<file path="config.mk">
export PLATFORM = sky130hd
export DESIGN_NAME = ninebit_vote_rx
export DESIGN_NICKNAME = d
export VERILOG_FILES = /design/src/rtl/nbrx_pkg.sv /design/src/rtl/nbrx_datapath.sv /design/src/rtl/nbrx_control.sv /design/src/rtl/ninebit_vote_rx.sv
export SDC_FILE = /design/constraint.sdc
export NUM_CORES = 1
export LEC_CHECK = 0
export BUFFER_PORTS_ARGS = -buffer_cell sky130_fd_sc_hd__buf_2
export CAP_MARGIN = 20
export CORE_ASPECT_RATIO = 0.75
export CORE_MARGIN = 2
export CORE_UTILIZATION = 35
export CTS_CLUSTER_DIAMETER = 120
export DETAILED_ROUTE_END_ITERATION = 16
export GPL_ROUTABILITY_DRIVEN = 0
export SETUP_SLACK_MARGIN = 0.5
export SYNTH_ARGS = -nofsm -noshare
export SYNTH_HDL_FRONTEND = slang
export SYNTH_HIERARCHICAL = 1
export SYNTH_SLANG_ARGS = --single-unit
</file>
<file path="constraint.sdc">
create_clock -name clk -period 3 [get_ports clk]
set_input_delay 0.15 -clock clk [delete_from_list [all_inputs] [get_ports clk]]
set_output_delay 0.15 -clock clk [all_outputs]
set_load 0.01 [all_outputs]
</file>
<file path="src/rtl/nbrx_pkg.sv">
package nbrx_pkg;

  typedef enum logic {
    ST_HUNT  = 1'b0,
    ST_FRAME = 1'b1
  } rxState_t;

  typedef struct packed {
    logic active;    // frame in progress, slice counter runs
    logic clearCnt;  // start step seen, restart slice counter
    logic shiftIn;   // take current voted bit into the shifter
    logic commit;    // stop-bit vote point, attempt load
  } rxStrb_t;

endpackage

</file>
<file path="src/rtl/nbrx_datapath.sv">
module nbrx_datapath
  import nbrx_pkg::*;
#(
  parameter int DATA_BITS   = 8,
  parameter int OVS         = 16,
  parameter int SYNC_STAGES = 2
) (
  input  logic                 clk,
  input  logic                 rst,
  input  logic                 serialIn,
  input  logic                 sliceTick,
  input  logic                 addrOnly,
  input  logic                 flagClr,
  input  rxStrb_t              strb,
  output logic                 fallSeen,
  output logic                 voteDone,
  output logic                 votedBit,
  output logic [DATA_BITS-1:0] rxByte,
  output logic                 rxNinth,
  output logic                 rxFull
);

  localparam int CNT_W = $clog2(OVS);
  localparam int SH_W  = DATA_BITS + 1;
  localparam logic [CNT_W-1:0] VOTE_A = CNT_W'(OVS / 2);
  localparam logic [CNT_W-1:0] VOTE_B = CNT_W'(OVS / 2 + 1);
  localparam logic [CNT_W-1:0] VOTE_C = CNT_W'(OVS / 2 + 2);

  logic [SYNC_STAGES-1:0] syncChain;
  logic                   lineNow;
  logic                   prevLine;
  logic [CNT_W-1:0]       sliceCnt;
  logic                   sampA;
  logic                   sampB;
  logic [SH_W-1:0]        shReg;
  logic                   loadOk;

  // Synchronizer, idle level high
  always_ff @(posedge clk) begin
    if (rst) syncChain <= '1;
    else     syncChain <= {syncChain[SYNC_STAGES-2:0], serialIn};
  end
  assign lineNow = syncChain[SYNC_STAGES-1];

  // Edge detection in the slice domain
  always_ff @(posedge clk) begin
    if (rst)            prevLine <= 1'b1;
    else if (sliceTick) prevLine <= lineNow;
  end
  assign fallSeen = sliceTick & prevLine & ~lineNow;

  // Bit-slice counter, realigned on the start step
  always_ff @(posedge clk) begin
    if (rst || strb.clearCnt)         sliceCnt <= '0;
    else if (sliceTick && strb.active) sliceCnt <= sliceCnt + 1'b1;
  end

  // Two stored samples plus the live third
  always_ff @(posedge clk) begin
    if (rst) begin
      sampA <= 1'b1;
      sampB <= 1'b1;
    end else if (sliceTick && strb.active) begin
      if (sliceCnt == VOTE_A) sampA <= lineNow;
      if (sliceCnt == VOTE_B) sampB <= lineNow;
    end
  end
  assign voteDone = sliceTick & strb.active & (sliceCnt == VOTE_C);
  assign votedBit = (sampA & sampB) | (sampA & lineNow) | (sampB & lineNow);

  // Shifter: first received bit ends at position 0
  always_ff @(posedge clk) begin
    if (rst)              shReg <= '0;
    else if (strb.shiftIn) shReg <= {votedBit, shReg[SH_W-1:1]};
  end

  // Gated hand-off to the holding registers
  assign loadOk = strb.commit & ~rxFull & (~addrOnly | shReg[SH_W-1]);

  always_ff @(posedge clk) begin
    if (rst) begin
      rxByte  <= '0;
      rxNinth <= 1'b0;
    end else if (loadOk) begin
      rxByte  <= shReg[DATA_BITS-1:0];
      rxNinth <= shReg[SH_W-1];
    end
  end

  always_ff @(posedge clk) begin
    if (rst)          rxFull <= 1'b0;
    else if (loadOk)  rxFull <= 1'b1;
    else if (flagClr) rxFull <= 1'b0;
  end

endmodule

</file>
<file path="src/rtl/nbrx_control.sv">
module nbrx_control
  import nbrx_pkg::*;
#(
  parameter int DATA_BITS = 8
) (
  input  logic    clk,
  input  logic    rst,
  input  logic    rcvEnable,
  input  logic    fallSeen,
  input  logic    voteDone,
  input  logic    votedBit,
  output rxStrb_t strb
);

  localparam int FRAME_BITS = DATA_BITS + 3;
  localparam int IDX_W      = $clog2(FRAME_BITS);
  localparam logic [IDX_W-1:0] STOP_IDX = IDX_W'(FRAME_BITS - 1);

  rxState_t         state;
  rxState_t         nextState;
  logic [IDX_W-1:0] bitIdx;

  always_comb begin
    strb        = '0;
    nextState   = state;
    strb.active = (state == ST_FRAME);
    case (state)
      ST_HUNT: begin
        if (rcvEnable && fallSeen) begin
          strb.clearCnt = 1'b1;
          nextState     = ST_FRAME;
        end
      end
      ST_FRAME: begin
        if (!rcvEnable) begin
          nextState = ST_HUNT;
        end else if (voteDone) begin
          if (bitIdx == '0) begin
            if (votedBit) nextState = ST_HUNT;  // false start
          end else if (bitIdx == STOP_IDX) begin
            strb.commit = 1'b1;
            nextState   = ST_HUNT;
          end else begin
            strb.shiftIn = 1'b1;
          end
        end
      end
      default: nextState = ST_HUNT;
    endcase
  end

  always_ff @(posedge clk) begin
    if (rst) begin
      state  <= ST_HUNT;
      bitIdx <= '0;
    end else begin
      state <= nextState;
      if (strb.clearCnt)                    bitIdx <= '0;
      else if (state == ST_FRAME && voteDone) bitIdx <= bitIdx + 1'b1;
    end
  end

endmodule

</file>
<file path="src/rtl/ninebit_vote_rx.sv">
module ninebit_vote_rx
  import nbrx_pkg::*;
#(
  parameter int DATA_BITS   = 8,
  parameter int OVS         = 16,
  parameter int SYNC_STAGES = 2
) (
  input  logic                 clk,
  input  logic                 rst,
  input  logic                 serialIn,
  input  logic                 sliceTick,
  input  logic                 rcvEnable,
  input  logic                 addrOnly,
  input  logic                 flagClr,
  output logic [DATA_BITS-1:0] rxByte,
  output logic                 rxNinth,
  output logic                 rxFull
);

  rxStrb_t ctlStrb;
  logic    fallSeen;
  logic    voteDone;
  logic    votedBit;
  logic    rcvBusy;

  assign rcvBusy = ctlStrb.active;

  nbrx_control #(.DATA_BITS(DATA_BITS)) u_ctl (
    .clk      (clk),
    .rst      (rst),
    .rcvEnable(rcvEnable),
    .fallSeen (fallSeen),
    .voteDone (voteDone),
    .votedBit (votedBit),
    .strb     (ctlStrb)
  );

  nbrx_datapath #(
    .DATA_BITS  (DATA_BITS),
    .OVS        (OVS),
    .SYNC_STAGES(SYNC_STAGES)
  ) u_dp (
    .clk      (clk),
    .rst      (rst),
    .serialIn (serialIn),
    .sliceTick(sliceTick),
    .addrOnly (addrOnly),
    .flagClr  (flagClr),
    .strb     (ctlStrb),
    .fallSeen (fallSeen),
    .voteDone (voteDone),
    .votedBit (votedBit),
    .rxByte   (rxByte),
    .rxNinth  (rxNinth),
    .rxFull   (rxFull)
  );

endmodule

</file>
# After elaboration in Yosys (flattened, before gate mapping)
# Cells that the tools add are included.
# word_totals
register_bits	33
latch_bits	0
ramBits	0
rom_bits	0
input_bits	7
out_inout_bits	10
elab_cells	57
memories	0
# op_classes
n_addsub	2
n_mul	0
div	0
n_lt_le_gt_ge	0
eq_ne	4
shift	0
mux	15
bitwise	16
reduce_logical	9
# ops
cell	n
equality test 4 bit (second input constant)	4
2-to-1 mux 1 bit	10
bitwise AND 1 bit	9
adder 4 x 1 -> 4 bit (second input constant)	2
2-to-1 mux 2 bit	4
logical NOT 4 bit	1
inverter 1 bit	4
AND reduction 2 bit	2
logical AND 1 bit	3
bitwise OR 1 bit	3
one-hot mux 1 bit (2 select lines)	1
nonzero test 2 bit	1
OR reduction 2 bit	1
logical OR 1 bit	1

# Depth between registers and ports, before layout
# depth
word_depth	9
depth_mapped	9
mapped_depth_nobuf	8

# Modules after synthesis
# Netlist, hierarchy kept.
# modules_own_cells
module	instances	cells_each	area_each_um2	seq_area_each_um2
nbrx_datapath	1	117	1118.6	560.5
nbrx_control	1	38	299.0	100.1

# Worst setup path before layout
# No wires, ideal clock.
# synth_path
kind	register to register
from	reg u_ctl.state
to	reg u_dp.rxByte[0]
setup_ps	70
arrival_ps	1915
t_required_ps	2930
path_slack_ps	1015
stages_incl_launch_ff	10
n_path_buf	2
synth_period_minus_slack_ps	1985
cell_sequence	dfxtp_1 buf_4 and4b_1 and2_1 nand3_1 nor3_1 nor2b_1 clkbuf_1 nand3_1 a21oi_1
# synth_lines
item	line	rtl
start, declared	nbrx_control.sv:19	rxState_t state;
start signal, assigned	nbrx_control.sv:57	state <= nextState;
end signal, assigned	nbrx_datapath.sv:85	rxByte <= shReg[DATA_BITS-1:0];
end, declared	nbrx_datapath.sv:18	output logic [DATA_BITS-1:0] rxByte,

==> results.yml <==
sta:
  setup_viol: 0
  slew_headroom_pct: 62.85
  min_period_over_period_pct: 76.37
  clock_skew_ns: 0.007539
  worst_slew_pin_slew_ns: 0.5561
  rsz0062_at_grt: "no"
  finalHoldViolCount: 0
  fin_crit_ns: 2.291
  slew_viol_final: 0
  clock.fmax_mhz: 436.4
  tns_ns: 0
logic_synthesis:
  synth_commonest_cells: "dfxtp_1 (33), nand3_1 (14), nor2_1 (14), a21oi_1 (13), mux2i_1 (10)"
  ys.flop_type: "dfxtp_1"
  synth-edff-count: 0
  synth_nets: 169
  synth_cells: 155
  synth.most_common_cell: "dfxtp_1"
  synthArstFlopShare_pct: 0
  yosysWarnings: 6
  synth_top_area_cell: "dfxtp_1"
  synth_area_leaders: "dfxtp_1 (47%), mux2i_1 (7.1%), ha_1 (6.2%), nand3_1 (4.9%), a21oi_1 (4.6%)"
  yosysSeqAreaShare_pct: 46.60
  syn_avg_cell_area_um2: 9.146
  yosysUniqueCellTypes: 31
  synth_area_um2: 1418
  synth_top_area_share_pct: 46.60
  yosys_register_bits: 33
route:
  drc_errors: 0
  num_vias: 1140
  wire_per_inst_um: 12.84
  drt_iter0_markers: 114
  wl_um: 2888
  firstDrtPassIters: 4
  ant_nets: 0
  vias_per_cell: 5.067
layout:
  drive_gt1_share_pct: 15.03
  antennaDiodeCount: 0
  finalInstanceArea_um2: 1622
  fin_util_pct: 42.90
  stdcell_count: 225
  fin_nets: 186
  nFillCells: 378
  syn_to_final_growth_pct: 14.39
grt:
  antenna_found_initial: 0
  track_usage_pct: 14.06
  grt_pass1_vias: 1091
  grt_max_degree: 31
  grt_remaining_overflow: 0
  grt_pass1_wl_um: 5023
power_and_ir_drop:
  ir_drop_mv: 0.1794
  leakage_nw: 0.6127
  total_power_mw: 0.7707
  p_per_area_nw_per_um2: 475.3
worst_setup_path:
  path_class: "register to register"
  worstPathArrival_ns: 2.49
  critical_path.startpoint: "u_ctl/state"
  r2r-start: "u_ctl/state"
  cp.required_ns: 3.20
  cp-start-kind: "register"
  cp-end-kind: "register"
  crit_fanout: 10
clock_network:
  cts_buffers: 5
  clockRootBuffer: "clkbuf_8"
  tritoncts: "done"
  max-clock-path-buffers: 2
  htree_num_levels: 2
  cts_sinks: 33
  clk_pin_slew_worst_paths_ns: 0.07
  clk_latency_ns: 0.27
placement:
  dpl.hpwl_um: 2143
  port-buffer-count: 16
  place_area_um2: 1539
  placed_cells: 217
flow_run:
  maxCapViolations: 0
die:
  ios: 17
  dieArea_um2: 4581
  core_um2: 3780
  num_rows: 19
  die_y_um: 59.12
  die_width_um: 77.49
  initial_core_util_pct: 37.50
min_path:
  min_from: "serialIn"
  hold_path_class: "input port to register"
status:
  status: "completed"
## timing repair
action	CTS	global route
hold endpoints to repair	0	0
gates resized for setup	0	1
hold buffers	0	0
setup buffers	0	0
endpoints found under the setup margin	0	10
## registers in the layout (all words and copies together) (netlist names)
signal          flops
u_ctl/state         1
u_ctl/bitIdx        4
u_dp/sampB          1
u_dp/shReg          9
u_dp/sliceCnt       4
u_dp/sampA          1
u_dp/rxNinth        1
u_dp/syncChain      2
u_dp/rxByte         8
u_dp/prevLine       1
u_dp/rxFull         1
## metal layers
layer | routed length, um | up-vias | share of wire, % | GRT usage [%]
li1 | - | 569 | - | -
met1 | 1446 | 531 | 50 | 18.32
met2 | 1253 | 34 | 43 | 22.61
met3 | 149 | 6 | 5.2 | 4.421
met4 | 38 | 0 | 1.3 | 4.337
met5 | 0 | - | 0 | 0
## cells by family after synthesis
group,share of synthesized area [%]
AOI/OAI and AO/OA,13.77
muxes,7.061
DFF,46.60
adders and majority gates,6.884
xor gates and xnor gates,2.472
buffers and inverters,3.795
and+or+nand+nor,19.42
## final cells by class
cell class | instances | area (um^2) | area share, %
tap | 52 | 65.06 | 4.012
inverter | 6 | 22.52 | 1.389
clock buffer | 8 | 80.08 | 4.938
multi-input combinational | 109 | 705.7 | 43.52
sequential | 33 | 660.6 | 40.74
timing repair buffer | 17 | 87.58 | 5.401
## through the flow
step	hold WS [ns]	setup slack (ns)
detailed placement	0.3308	0.6488
global route	0.06372	0.5411
CTS	0.04471	0.6186
global placement	0.3294	0.7756
floorplan	0.2221	1.015
finish	0.05235	0.7088
## layout by cell type, fill, tap and decap left out, drive strengths merged, types with 5 or more instances in the layout
cell type and instances:
dfxtp 33, buf 17, nand3 14, nor2 14, a21oi 13, o21ai 13
mux2i 10, clkbuf 8, ha 7, inv 6, nand2 6, nor2b 5
## power by group
group | switching, mW | leakage (nW) | internal, mW
Combinational | 0.0147 | 0.307 | 0.00633
Sequential | 0.00186 | 0.267 | 0.440
Clock | 0.143 | 0.0395 | 0.165
Total | 0.159 | 0.613 | 0.611
## critical path, stage by stage (launching register included)
cell     delay (ns)
dfxtp_1        0.49
and4b_1        0.34
and2_1         0.28
nand3_1        0.13
nor3_1         0.29
nor2b_2        0.41
nand3_1        0.13
a21oi_1        0.15
## path summary, 6_finish.rpt
check                                    endpoint  slack [ns]  depth (start not counted)
worst max-delay path               u_dp/rxByte[6]        0.71                          7
worst min-delay path            u_dp/syncChain[0]        0.05                          2
worst max register to register     u_dp/rxByte[6]        0.71                          7
worst min register to register  u_dp/syncChain[1]        0.41                          1
No activity file was read; power rests on OpenSTA's default activity.
